### src/rtl/resp_rx_pkg.sv
package resp_rx_pkg;
    localparam int CHAR_W     = 6;
    localparam int NUM_CHARS  = 3;
    localparam int WORD_W     = CHAR_W * NUM_CHARS;
    localparam int DATA_W     = 16;
    localparam int FRAME_BITS = CHAR_W + 4;   // payload, flag, parity, two stops
    localparam int NUM_FLAGS  = 3;
    localparam int FLAG_HI    = 0;
    localparam int FLAG_LO    = 1;
    localparam int FLAG_ERR   = 2;

    typedef enum logic [1:0] {C_IDLE, C_START, C_BITS, C_DONE} crx_state_t;
    typedef enum logic [1:0] {W_FIRST, W_SECOND, W_THIRD, W_HOLD} asm_state_t;

    typedef struct packed {
        logic [CHAR_W-1:0] payload;
        logic              flag;
        logic              par_ok;
        logic              stop_ok;
    } rx_char_t;
endpackage

### src/rtl/resp_char_rx.sv
module resp_char_rx
    import resp_rx_pkg::*;
#(
    parameter int CLKS_PER_BIT = 83333
) (
    input  logic     clk,
    input  logic     rst_n,
    input  logic     rx_line,
    output logic     char_valid,
    output rx_char_t char_out
);
    localparam int CNT_W = $clog2(CLKS_PER_BIT);
    localparam int IDX_W = $clog2(FRAME_BITS);
    localparam logic [CNT_W-1:0] HALF_M1  = CNT_W'(CLKS_PER_BIT / 2 - 1);
    localparam logic [CNT_W-1:0] FULL_M1  = CNT_W'(CLKS_PER_BIT - 1);
    localparam logic [IDX_W-1:0] LAST_IDX = IDX_W'(FRAME_BITS - 1);

    logic [1:0]            sync_q;
    logic                  rx_s;
    crx_state_t            state_q, state_d;
    logic [CNT_W-1:0]      cnt_q;
    logic [IDX_W-1:0]      idx_q;
    logic [FRAME_BITS-1:0] sh_q;
    logic                  bit_tick;

    assign rx_s     = sync_q[1];
    assign bit_tick = (state_q == C_BITS) && (cnt_q == FULL_M1);

    always_ff @(posedge clk or negedge rst_n) begin
        if (!rst_n) sync_q <= 2'b11;
        else        sync_q <= {sync_q[0], rx_line};
    end

    // next state
    always_comb begin
        state_d = state_q;
        unique case (state_q)
            C_IDLE:  if (!rx_s) state_d = C_START;
            C_START: if (cnt_q == HALF_M1) state_d = rx_s ? C_IDLE : C_BITS;
            C_BITS:  if (bit_tick && idx_q == LAST_IDX) state_d = C_DONE;
            C_DONE:  state_d = C_IDLE;
        endcase
    end

    // state register
    always_ff @(posedge clk or negedge rst_n) begin
        if (!rst_n) state_q <= C_IDLE;
        else        state_q <= state_d;
    end

    // bit timing and shift register
    always_ff @(posedge clk or negedge rst_n) begin
        if (!rst_n) begin
            cnt_q <= '0;
            idx_q <= '0;
            sh_q  <= '0;
        end else begin
            unique case (state_q)
                C_IDLE, C_DONE: begin
                    cnt_q <= '0;
                    idx_q <= '0;
                end
                C_START: cnt_q <= (cnt_q == HALF_M1) ? '0 : cnt_q + 1'b1;
                C_BITS: begin
                    cnt_q <= bit_tick ? '0 : cnt_q + 1'b1;
                    if (bit_tick) begin
                        sh_q[idx_q] <= rx_s;
                        idx_q       <= idx_q + 1'b1;
                    end
                end
            endcase
        end
    end

    // outputs
    always_comb begin
        char_valid       = (state_q == C_DONE);
        char_out.payload = sh_q[CHAR_W-1:0];
        char_out.flag    = sh_q[CHAR_W];
        char_out.par_ok  = ^sh_q[CHAR_W+1:0];
        char_out.stop_ok = &sh_q[FRAME_BITS-1:CHAR_W+2];
    end

    a_r1_single_pulse: assert property (@(posedge clk) disable iff (!rst_n)
        char_valid |=> !char_valid);
endmodule

### src/rtl/resp_word_asm.sv
module resp_word_asm
    import resp_rx_pkg::*;
(
    input  logic              clk,
    input  logic              rst_n,
    input  logic              char_valid,
    input  rx_char_t          ch,
    input  logic              word_ready,
    output logic [DATA_W-1:0] word_data,
    output logic              word_valid,
    output logic              set_hi,
    output logic              set_lo,
    output logic              set_err
);
    asm_state_t        state_q, state_d, base;
    logic [CHAR_W-1:0] hi_q, mid_q;
    logic [DATA_W-1:0] word_q;
    logic              load_hi, load_mid, complete, released;

    // next state and strobes
    always_comb begin
        state_d  = state_q;
        load_hi  = 1'b0;
        load_mid = 1'b0;
        complete = 1'b0;
        set_err  = 1'b0;
        released = (state_q == W_HOLD) && word_ready;
        base     = released ? W_FIRST : state_q;
        if (state_q == W_HOLD && !word_ready) begin
            if (char_valid) set_err = 1'b1;
        end else begin
            state_d = base;
            if (char_valid) begin
                if (!(ch.par_ok && ch.stop_ok)) begin
                    set_err = 1'b1;
                    state_d = W_FIRST;
                end else if (ch.flag) begin
                    load_hi = 1'b1;
                    state_d = W_SECOND;
                    if (base != W_FIRST) set_err = 1'b1;
                end else begin
                    unique case (base)
                        W_FIRST:  set_err = 1'b1;
                        W_SECOND: begin load_mid = 1'b1; state_d = W_THIRD; end
                        W_THIRD:  begin complete = 1'b1; state_d = W_HOLD;  end
                        default:  ;
                    endcase
                end
            end
        end
    end

    // state register
    always_ff @(posedge clk or negedge rst_n) begin
        if (!rst_n) state_q <= W_FIRST;
        else        state_q <= state_d;
    end

    always_ff @(posedge clk or negedge rst_n) begin
        if (!rst_n) begin
            hi_q   <= '0;
            mid_q  <= '0;
            word_q <= '0;
        end else begin
            if (load_hi)  hi_q  <= ch.payload;
            if (load_mid) mid_q <= ch.payload;
            if (complete) word_q <= {hi_q[CHAR_W-3:0], mid_q, ch.payload};
        end
    end

    // outputs
    always_comb begin
        word_valid = (state_q == W_HOLD);
        word_data  = word_q;
        set_hi     = complete && hi_q[CHAR_W-1];
        set_lo     = complete && hi_q[CHAR_W-2];
    end

    a_r3_hold_stable: assert property (@(posedge clk) disable iff (!rst_n)
        (word_valid && !word_ready) |=> (word_valid && $stable(word_data)));

    a_r3_rise_after_char: assert property (@(posedge clk) disable iff (!rst_n)
        $rose(word_valid) |-> $past(char_valid));
endmodule

### src/rtl/resp_irq_flags.sv
module resp_irq_flags
    import resp_rx_pkg::*;
(
    input  logic                 clk,
    input  logic                 rst_n,
    input  logic [NUM_FLAGS-1:0] set_vec,
    input  logic                 clr,
    input  logic                 lo_disable_n,
    output logic                 irq_hi,
    output logic                 irq_lo,
    output logic                 rx_error
);
    logic [NUM_FLAGS-1:0] flag_q;

    for (genvar g = 0; g < NUM_FLAGS; g++) begin : g_flag
        always_ff @(posedge clk or negedge rst_n) begin
            if (!rst_n)          flag_q[g] <= 1'b0;
            else if (set_vec[g]) flag_q[g] <= 1'b1;
            else if (clr)        flag_q[g] <= 1'b0;
        end

        a_r8_sticky: assert property (@(posedge clk) disable iff (!rst_n)
            (flag_q[g] && !clr) |=> flag_q[g]);

        a_r10_clear: assert property (@(posedge clk) disable iff (!rst_n)
            (clr && !set_vec[g]) |=> !flag_q[g]);
    end

    assign irq_hi   = flag_q[FLAG_HI];
    assign irq_lo   = flag_q[FLAG_LO] && lo_disable_n;
    assign rx_error = flag_q[FLAG_ERR];
endmodule

### src/rtl/resp_chain_rx.sv
module resp_chain_rx
    import resp_rx_pkg::*;
#(
    parameter int CLKS_PER_BIT = 83333
) (
    input  logic        clk,
    input  logic        rst_n,
    input  logic        rx_line,
    input  logic        lo_disable_n,
    input  logic        flags_clr,
    input  logic        word_ready,
    output logic [15:0] word_data,
    output logic        word_valid,
    output logic        irq_hi,
    output logic        irq_lo,
    output logic        rx_error
);
    logic                 char_valid;
    rx_char_t             ch;
    logic                 set_hi, set_lo, set_err;
    logic [NUM_FLAGS-1:0] set_vec;

    resp_char_rx #(.CLKS_PER_BIT(CLKS_PER_BIT)) u_char (
        .clk        (clk),
        .rst_n      (rst_n),
        .rx_line    (rx_line),
        .char_valid (char_valid),
        .char_out   (ch)
    );

    resp_word_asm u_asm (
        .clk        (clk),
        .rst_n      (rst_n),
        .char_valid (char_valid),
        .ch         (ch),
        .word_ready (word_ready),
        .word_data  (word_data),
        .word_valid (word_valid),
        .set_hi     (set_hi),
        .set_lo     (set_lo),
        .set_err    (set_err)
    );

    always_comb begin
        set_vec           = '0;
        set_vec[FLAG_HI]  = set_hi;
        set_vec[FLAG_LO]  = set_lo;
        set_vec[FLAG_ERR] = set_err;
    end

    resp_irq_flags u_flags (
        .clk          (clk),
        .rst_n        (rst_n),
        .set_vec      (set_vec),
        .clr          (flags_clr),
        .lo_disable_n (lo_disable_n),
        .irq_hi       (irq_hi),
        .irq_lo       (irq_lo),
        .rx_error     (rx_error)
    );

    a_r7_overrun_flags: assert property (@(posedge clk) disable iff (!rst_n)
        (word_valid && !word_ready && char_valid) |=> (rx_error && word_valid));
endmodule

### config.mk
export PLATFORM = sky130hd
export DESIGN_NAME = resp_chain_rx
export DESIGN_NICKNAME = d
export VERILOG_FILES = /design/src/rtl/resp_rx_pkg.sv /design/src/rtl/resp_char_rx.sv /design/src/rtl/resp_word_asm.sv /design/src/rtl/resp_irq_flags.sv /design/src/rtl/resp_chain_rx.sv
export SDC_FILE = /design/constraint.sdc
export NUM_CORES = 1
export LEC_CHECK = 0
export BUFFER_PORTS_ARGS = -buffer_cell sky130_fd_sc_hd__clkbuf_2
export CAP_MARGIN = 15
export CORE_MARGIN = 2
export CORE_UTILIZATION = 45
export CTS_CLUSTER_SIZE = 40
export DETAILED_ROUTE_END_ITERATION = 8
export MAX_ROUTING_LAYER = met4
export PLACE_DENSITY = 0.71
export SETUP_SLACK_MARGIN = 0.15
export SKIP_LAST_GASP = 1
export SYNTH_ARGS = -nofsm -noshare
export SYNTH_HDL_FRONTEND = slang
export SYNTH_SLANG_ARGS = --single-unit
### constraint.sdc
create_clock -name clk -period 3.6 [get_ports clk]
set_clock_uncertainty 0.15 [all_clocks]
set_input_delay 0.36 -clock clk [delete_from_list [all_inputs] [get_ports clk]]
set_output_delay 0.36 -clock clk [all_outputs]
set_load 0.02 [all_outputs]
==> impl_metrics.tcl, run 1 <==
set metrics [dict create \
    vdd_drop_max_mv 0.199 \
    antenna_found_initial 0 \
    cts.sinks 68 \
    r2r_start "u_char.state_q[0]" \
    synth_edf_count 0 \
    synth_fa_ha_area_share_pct 4.54 \
    drt_wl_total_microns 5680 \
    hold_start "flags_clr" \
    num-nets-final 326 \
    finalInstanceArea_sq_um 3730 \
    crit_fanout 17 \
    yosysWarnings 0 \
    wire_per_inst_microns 13.8 \
    dr.pass1.iters 4 \
    root_buffer "clkbuf_8" \
    grt_max_degree 48 \
    synth_top_family_by_area "simple AND/OR/NAND/NOR gates" \
    globalRouteTotalUtil_pct 16.5 \
    coreArea_sq_um 7180 \
    place_congestion 0.855 \
    critPathArrivalTime_ns 2.45 \
    syn_nets 294 \
    tightest_slew_ns 0.675 \
    whs_endpoint "u_flags.flag_q[1]" \
    reg2regPathDepth 7 \
    synth_simple_gate_area_share_pct 15.3 \
    slew_viol_final 0 \
    async_flop_share_pct 100 \
    drtIter0Drc 76 \
    synthesis.area_sq_um 3300 \
    vias_per_cell 5.24 \
    dpl_cell_area_sq_um 3510 \
    netlist_instances 276 \
    register_area_sq_um 1700 \
    grt_pass1_vias 2117 \
    n_antenna_cell 0 \
    grt_first_pass_wirelength_microns 9780 \
    yosysTopAreaCell "dfrtp_1" \
    place_inst 394 \
    post_cts_buffers 0 \
    final_core_util_pct 52.0 \
    yosys-mux-area-fraction_pct 14.8 \
    synth-xor-area-share_pct 6.02 \
    reg2reg_to "u_char.cnt_q[11]" \
    overflow 0 \
    cp-end-kind "flip-flop" \
    fin_setup_tns_ns 0 \
    drc_errors 0 \
    worstPathRequired_ns 3.65 \
    clock.fmax_ghz 0.416 \
    rsz0062_at_grt "no" \
    powerDensity_nw_per_um2 378 \
    hold_path.class "in -> reg" \
    multi_input_area_sq_um 1500 \
    nFillCells 632 \
    dp_hpwl_microns 4030 \
    period_needed_ns 2.40 \
    path_clk_slew_ns 0.07 \
    startpoint "u_char.state_q[0]" \
    setup_viol 0 \
    die_width_microns 89.7 \
    cts_max_level 3 \
    dieArea_sq_um 8040 \
    finalHoldViolCount 0 \
    synth_compound_area_share_pct 4.70 \
    p_leak_nw 1.77 \
    syn_avg_cell_area_sq_um 12.0 \
    synth_top_cell_area_share_pct 50.0 \
    ys.flop_type "dfrtp_1" \
    boundaryPins 26 \
    worstSetupPathType "reg -> reg" \
    cp-start-kind "flip-flop" \
    numCtsBuffers 9 \
    slew_headroom_pct 55.0 \
    portBuffers 25 \
    fin_crit_sh_pct 66.8 \
    die_y_microns 89.7 \
    cts_tree "done" \
    area_growth_pct 12.9 \
    via_count 2160 \
    initial_core_util_pct 46.1 \
    num_rows 31 \
    worstSkewPairLatency_ns 0.34 \
    status "finished clean" \
    final_cells 412 \
    seq_area_frac_synth_pct 51.6 \
    drtAntennaViolNets 0 \
    min_path_cells 3 \
    ys_ff_latch 68 \
    yosysUniqueCellTypes 47 \
    synth_area_leaders "dfrtp_1, mux2_2, ha_1, mux2_4, xnor2_1" \
    drive_gt1_share_pct 28.8 \
    cts_max_path_buffers 2 \
    rrSetupSlack_ns 1.20 \
    cap_violations 0 \
]
-- kinds of logic after synthesis --
group,Yosys count
AO/OA/AOI/OAI,22
flip-flops,68
adder cells (fa/ha/maj),12
buffers and inverters,21
XOR/XNOR,21
multiplexers,41
AND/OR/NAND/NOR,91
-- routing by layer --
metal,vias to the layer above,routed length (microns),track usage (%)
met5,-,0,-
met4,0,59,4.61
met3,9,219,6.22
met2,39,2850,27.6
met1,1075,2550,18.5
li1,1037,-,-
-- final cells by class --
type / count / area share [%]
clock buffer: 9 / 3.32
clock inverter: 7 / 2.01
inverter: 14 / 1.41
multi-input combinational: 187 / 40.2
sequential: 68 / 45.7
tap: 99 / 3.32
timing repair buffer: 28 / 4.09
-- synth_stat cells (2+ instances only) --
cell      count
o21ai_0       5
and2_1        2
a22o_1        3
and4_1        3
inv_1        14
and3_1        2
a21oi_1       3
nor4_1        2
mux2i_1       2
o31ai_1       2
nor3_1        3
nand3_1      12
dfstp_2       2
nand4b_1      6
or4_1         2
mux2_4        8
nor2_1       21
nor2b_1       4
nand2_1      19
buf_6         3
xnor2_2       2
mux2_2       31
xnor2_1      11
ha_1         12
clkbuf_1      3
xor2_1        8
nand4_1       6
dfrtp_1      66
-- power breakdown --
group / switching, W / internal [W]
Clock: 0.000298 / 0.000323
Sequential: 0.00000213 / 0.000766
Combinational: 0.0000162 / 0.00000484
Total: 0.000316 / 0.00109
-- repair_timing --
action / CTS / global route
gates resized for setup: 0 / 0
hold buffers: 2 / 0
hold endpoints to repair: 20 / 0
-- how the worst max path moves through the flow --
| stage | depth (start not counted) | to | slack (ns) |
|---|---|---|---|
| after global routing | 7 | u_char.cnt_q[11] | 0.91 |
| after floorplan | 8 | u_char.sh_q[1] | 1.39 |
| after global placement | 7 | u_char.cnt_q[9] | 1.30 |
| final | 7 | u_char.cnt_q[11] | 1.20 |
| after detailed placement | 7 | u_char.cnt_q[14] | 1.14 |
| after CTS | 7 | u_char.cnt_q[12] | 1.14 |
-- metrics by stage --
| step | worst slack, ns | hold WS [ns] | power, W |
|---|---|---|---|
| global route | 0.914 | 0.192 | 0.00147 |
| global placement | 1.30 | 0.193 | 0.000803 |
| floorplan | 1.39 | -0.0856 | 0.000784 |
| CTS | 1.14 | 0.173 | 0.00143 |
| finish | 1.20 | 0.189 | 0.00141 |
| detailed placement | 1.14 | 0.202 | 0.000803 |
-- sequential cells by signal, summed over array words and instances (netlist names), 2 cells and up, named ones only --
signal           flops
u_asm.state_q        2
u_asm.mid_q          6
u_char.sync_q        2
u_char.cnt_q        17
u_asm.word_data     16
u_char.idx_q         4
u_asm.hi_q           6
u_char.sh_q         10
-- critical path: stages (launching register included) --
cell and delay (ns):
dfrtp_1 0.43, inv_1 0.10, ha_1 0.37, nand4bb_1 0.19, nor3_2 0.22, a21boi_0 0.14, o21ai_2 0.55, nor2_1 0.12
-- layout by cell type (no fill, tap or decap), types with 4 or more instances in the layout --
cell type  instances
nand3_1           12
inv_1             14
ha_1              12
clkbuf_2          24
mux2_2            31
nand4_1            6
nand2_1           19
nor2b_1            4
clkbuf_8           9
xnor2_1           11
nand4b_1           6
mux2_4             8
xor2_1             8
nor2_1            21
dfrtp_1           66
o21ai_0            5
Power figures use the tool's default switching activity.
==> inputs of run 2 (changes only) <==
--- a/config.mk
+++ b/config.mk
@@ -12,7 +12,7 @@
 export CTS_CLUSTER_SIZE = 40
 export DETAILED_ROUTE_END_ITERATION = 8
 export MAX_ROUTING_LAYER = met4
-export PLACE_DENSITY = 0.71
+export PLACE_DENSITY = 0.73
 export SETUP_SLACK_MARGIN = 0.15
 export SKIP_LAST_GASP = 1
 export SYNTH_ARGS = -nofsm -noshare
==> constraint.sdc (replaced) <==
create_clock -name clk -period 1.95 [get_ports clk]
set_clock_uncertainty 0.15 [all_clocks]
set_input_delay 0.195 -clock clk [delete_from_list [all_inputs] [get_ports clk]]
set_output_delay 0.195 -clock clk [all_outputs]
set_load 0.02 [all_outputs]
==> run 2 against run 1 <==
Global-route usage rose by 2.3 points; highest routed layer unchanged; the run now ends with negative setup slack left; fmax rose by 14%; routed wire length rose by 19%; largest cell class unchanged; utilization rose by 7.3 points; setup slack got worse by 1.3 ns.
==> impl_metrics.tcl, run 2 (same netlist as run 1, synthesis figures left out) <==
set metrics [dict create \
    status "finished with violations" \
    violations "negative setup slack" \
    tightest_slew_ns 0.484 \
    fin_setup_tns_ns -4.64 \
    path_clk_slew_ns 0.07 \
    crit_chain "or4_4 > nor3_1 > nand4_1 > buf_4 > mux2_2" \
    power_frac_comb_pct 1.5 \
    place_congestion 0.835 \
    worstSkewPairLatency_ns 0.36 \
    initial_core_util_pct 46.1 \
    coreArea_sq_um 7180 \
    drtAntennaViolNets 0 \
    via_count 2337 \
    globalRouteTotalUtil_pct 18.8 \
    setup_ws_ns -0.152 \
    dr.pass1.iters 4 \
    num-nets-final 362 \
    vdd_drop_max_mv 0.423 \
    n_antenna_cell 0 \
    power.internal_w 0.00227 \
    switching_share_pct 20.5 \
    crit_family "simple AND/OR/NAND/NOR gates" \
    setup_viol 53 \
    final_core_util_pct 59.3 \
    drtIter0Drc 172 \
    root_buffer "clkbuf_8" \
    netSwitchingPower_w 0.000587 \
    reg2regPathDepth 5 \
    dp_hpwl_microns 4260 \
    numCtsBuffers 9 \
    die_y_microns 89.7 \
    cts_max_path_buffers 2 \
    slew_headroom_pct 67.4 \
    whs_endpoint "u_asm.state_q[1]" \
    cp-end-kind "flip-flop" \
    worstPathRequired_ns 2.04 \
    cts_max_level 3 \
    p_leak_nw 2.03 \
    slowest_stage "or4_4" \
    num_rows 31 \
    cp-start-kind "flip-flop" \
    drive_gt1_share_pct 41.1 \
    slew_viol_final 0 \
    slowest_delay_ns 0.56 \
    cp_num_buf_inv 1 \
    r2r_start "u_char.cnt_q[11]" \
    cap_violations 0 \
    cts.sinks 68 \
    worstSetupPathType "reg -> reg" \
    portBuffers 25 \
    timing.hold.ws_ns 0.0229 \
    grt_first_pass_wirelength_microns 11100 \
    powerDensity_nw_per_um2 671 \
    drt_wl_total_microns 6740 \
    clockPowerShare_pct 48.9 \
    die_width_microns 89.7 \
    rrSetupSlack_ns -0.15 \
    top_register "u_char.cnt_q" \
    finalHoldViolCount 0 \
    clock.fmax_ghz 0.476 \
    seqPwrFrac_pct 49.6 \
    crit_fanout 3 \
    layout_commonest_cell "dfrtp_1" \
    hold_path.class "in -> reg" \
    grt_pass1_vias 2389 \
    cts_tree "done" \
    overflow 0 \
    reg2reg_to "u_char.sh_q[9]" \
    layout_common_cells "dfrtp_1, buf_4, clkbuf_2" \
    vias_per_cell 5.23 \
    largest_reg_flops 17 \
    grt_max_degree 69 \
    min_path_cells 4 \
    period_needed_ns 2.10 \
    area_growth_pct 28.8 \
    antenna_found_initial 0 \
    critPathArrivalTime_ns 2.20 \
    hold_start "word_ready" \
    wire_per_inst_microns 15.1 \
    fin_crit_sh_pct 108 \
    dieArea_sq_um 8040 \
    drc_errors 0 \
    rsz0062_at_grt "yes" \
    boundaryPins 26 \
]
-- run 2: changes by cell type in the layout (fill, tap and decap cells not counted), sizes merged --
cell / delta
inv: -1
clkbuf: +1
clkinvlp: -3
buf: +35
bufinv: +2
clkinv: +1
-- run 2: timing repair --
item | CTS | global route
hold buffers | 2 | 0
setup endpoints to repair | 63 | 66
gates resized for setup | 22 | 6
pin swaps | 11 | 7
endpoints found under the hold margin | 67 | 0
gates cloned | 1 | 1
buffers inserted | 5 | 1
-- run 2: cell type report --
| type | instances | area, sq um |
|---|---|---|
| fillers | 573 | 2920 |
| flip-flops and latches | 68 | 1700 |
| multi-input cells | 187 | 1650 |
| repair buffers | 64 | 485 |
| clock buffers | 9 | 124 |
| well taps | 99 | 124 |
| clock inverters | 6 | 113 |
| inverters | 14 | 52.6 |
-- run 2: through the flow --
| stage | setup slack [ns] | instance area [sq um] | total power [W] | cells |
|---|---|---|---|---|
| finish | -0.152 | 4260 | 0.00286 | 447 |
| global route | -0.217 | 4260 | 0.00296 | 447 |
| CTS | -0.125 | 4200 | 0.00288 | 445 |
| detailed placement | -0.144 | 3810 | 0.00149 | 422 |
| global placement | -0.116 | 3810 | 0.00149 | 422 |
| floorplan | -0.127 | 3380 | 0.00145 | 276 |
-- run 2: worst reg2reg max path, delay by kind of cell, from the launching register on --
family | cells | cell delay (ns)
and+or+nand+nor | 3 | 0.99
DFF | 1 | 0.38
muxes | 1 | 0.25
buffers and inverters | 1 | 0.22
-- run 2: how the worst max path moves through the flow --
| stage | slack, ns | end | start | cells past startpoint |
|---|---|---|---|---|
| final | -0.15 | u_char.sh_q[9] | u_char.cnt_q[11] | 5 |
| after global routing | -0.22 | u_char.sh_q[1] | u_char.cnt_q[11] | 5 |
| after CTS | -0.13 | flip-flop | u_char.cnt_q[11] | 5 |
| after detailed placement | -0.14 | u_char.sh_q[5] | u_char.cnt_q[11] | 5 |
| after global placement | -0.12 | u_char.sh_q[5] | u_char.cnt_q[11] | 5 |
| after floorplan | -0.13 | u_char.sh_q[1] | u_char.cnt_q[11] | 5 |
-- run 2: metal layers --
| metal | vias to the layer above | GRT usage [%] | wire length, microns |
|---|---|---|---|
| li1 | 1116 | - | - |
| met1 | 1158 | 21.6 | 2950 |
| met2 | 47 | 31.0 | 3430 |
| met3 | 16 | 5.85 | 222 |
| met4 | 0 | 6.78 | 140 |
| met5 | - | - | 0 |
-- run 2: power groups by stage --
stage               clock (W)  sequential [W]  combinational (W)
finish                0.00140         0.00142          0.0000432
global route          0.00149         0.00142          0.0000515
CTS                   0.00142         0.00142          0.0000455
detailed placement          0         0.00144          0.0000424
global placement            0         0.00144          0.0000411
floorplan                   0         0.00144         0.00000489
==> inputs of run 3 (changes only) <==
--- a/config.mk
+++ b/config.mk
@@ -11,6 +11,7 @@
 export CORE_UTILIZATION = 45
 export CTS_CLUSTER_SIZE = 40
 export DETAILED_ROUTE_END_ITERATION = 8
+export HOLD_SLACK_MARGIN = 0.12
 export MAX_ROUTING_LAYER = met4
 export PLACE_DENSITY = 0.73
 export SETUP_SLACK_MARGIN = 0.15
==> constraint.sdc (replaced) <==
create_clock -name clk -period 1.95 [get_ports clk]
set_clock_uncertainty 0.15 [all_clocks]
set_input_delay 0.195 -clock clk [delete_from_list [all_inputs] [get_ports clk]]
set_output_delay 0.195 -clock clk [all_outputs]
set_load 0.1 [all_outputs]
==> run 3 against run 2 <==
Non-clock buffer count up 11; sequential share of layout area down 1.5 points; first-iteration DRC count down 46%; final area up 4.0%; flip-flop and latch count unchanged; setup slack worse by 0.10 ns; clock-buffer cell count unchanged; the run still ends with negative setup slack left; total power down 7.4%; routed wire length up 7.5%; critical path depth unchanged.
==> impl_metrics.tcl, run 3 (same netlist as run 1, synthesis figures left out) <==
set metrics [dict create \
    setup_viol 62 \
    nFillCells 563 \
    p_leak_nw 2.11 \
    worstPathRequired_ns 2.04 \
    slew_headroom_pct 64.1 \
    cap_violations 0 \
    use_met1_pct 21.9 \
    area_growth_pct 33.9 \
    numCtsBuffers 9 \
    boundaryPins 26 \
    grt_pass1_vias 2399 \
    root_buffer "clkbuf_8" \
    antenna_found_initial 0 \
    period_needed_ns 2.20 \
    cp-start-kind "flip-flop" \
    met3_usage_pct 5.94 \
    grt_first_pass_wirelength_microns 11300 \
    slew_viol_final 0 \
    cts_max_level 3 \
    gr-max-usage-layer "met2" \
    clock.fmax_ghz 0.454 \
    fin_crit_sh_pct 113 \
    cts.sinks 68 \
    dp_hpwl_microns 4530 \
    drc_errors 0 \
    finalPower_w 0.00265 \
    vdd_drop_max_mv 0.522 \
    top_register "u_char.cnt_q" \
    finalHoldViolCount 0 \
    initial_core_util_pct 46.1 \
    largest_reg_flops 17 \
    wire_per_inst_microns 15.7 \
    cts_tree "done" \
    die_y_microns 89.7 \
    n_antenna_cell 0 \
    fin_setup_tns_ns -8.32 \
    rrSetupSlack_ns -0.25 \
    crit_fanout 4 \
    dr.pass1.iters 4 \
    drtAntennaViolNets 0 \
    cp-end-kind "flip-flop" \
    drtIter0Drc 93 \
    powerDensity_nw_per_um2 598 \
    tightest_slew_ns 0.541 \
    hold_path.class "reg -> reg" \
    status "finished with violations" \
    met2_usage_pct 32.7 \
    globalRouteTotalUtil_pct 19.3 \
    cts_max_path_buffers 2 \
    grt_max_degree 69 \
    vias_per_cell 5.17 \
    layout_common_cells "dfrtp_1, buf_4, mux2_4" \
    violations "negative setup slack" \
    via_count 2376 \
    place_congestion 0.804 \
    num-nets-final 374 \
    critPathArrivalTime_ns 2.29 \
    dieArea_sq_um 8040 \
    worstSkewPairLatency_ns 0.35 \
    drt_wl_total_microns 7240 \
    path_clk_slew_ns 0.07 \
    drive_gt1_share_pct 43.2 \
    rsz0062_at_grt "yes" \
    setup_ws_ns -0.251 \
    die_width_microns 89.7 \
    overflow 0 \
    num_rows 31 \
    worstSetupPathType "reg -> reg" \
    coreArea_sq_um 7180 \
    portBuffers 25 \
    layout_commonest_cell "dfrtp_1" \
]
[run 3: changes by cell type in the layout (fill, tap and decap cells not counted), sizes merged]
| cell | before | now |
|---|---|---|
| bufinv | 3 | 1 |
| and2 | 3 | 4 |
| dlygate4sd3 | 2 | 4 |
| clkinvlp | 0 | 3 |
| buf | 37 | 46 |
[run 3: worst paths after layout]
check / start / to / cells past startpoint
hold / removal: u_char.sync_q[0] / u_char.sync_q[1] / 0
setup / recovery: u_char.cnt_q[12] / u_char.sh_q[1] / 5
setup reg to reg: u_char.cnt_q[12] / u_char.sh_q[1] / 5
max in group asynchronous: rst_n / u_char.sync_q[1] / 3
min in group asynchronous: rst_n / u_asm.word_data[5] / 3
hold reg to reg: u_char.sync_q[0] / u_char.sync_q[1] / 0
[run 3: where the power goes]
part | internal (W) | switching (W)
combinational | 0.0000146 | 0.0000334
sequential | 0.00141 | 0.00000427
clock | 0.000594 | 0.000588
[run 3: layout make-up]
cell class	count	area [sq um]	area share, %
multi-input combinational	188	1720	38.8
sequential	68	1700	38.5
timing repair buffer	75	627	14.2
clock buffer	9	124	2.80
tap	99	124	2.80
clock inverter	7	75.1	1.70
inverter	14	52.6	1.19
[run 3: per-layer routing]
| metal | wire, microns | vias up |
|---|---|---|
| li1 | - | 1135 |
| met1 | 2980 | 1188 |
| met2 | 3960 | 41 |
| met3 | 210 | 12 |
| met4 | 92 | 0 |
| met5 | 0 | - |
[run 3: worst max-delay path: stages, from the launching register on]
cell and delay (ns):
dfrtp_1 0.38, or4_4 0.56, nor3_4 0.28, nand2_2 0.11, nor4b_4 0.29, mux2_4 0.32
[run 3: metrics by stage]
stage | cell area [sq um] | cells | hold slack (ns) | setup WS (ns) | utilization (%)
finish | 4430 | 460 | 0.209 | -0.251 | 61.7
global route | 4430 | 460 | 0.214 | -0.373 | 61.7
CTS | 4270 | 454 | 0.209 | -0.169 | 59.5
detailed placement | 3830 | 422 | 0.0954 | -0.182 | 53.4
global placement | 3830 | 422 | 0.0921 | -0.116 | 53.4
floorplan | 3390 | 276 | -0.251 | -0.127 | -
[run 3: timing repair]
item,in CTS,in global routing
resized for setup,21,20
hold buffers,4,0
pin swaps,6,12
endpoints found under the hold margin,74,0
buffers inserted,10,5
gates cloned,2,1
setup endpoints to repair,63,67
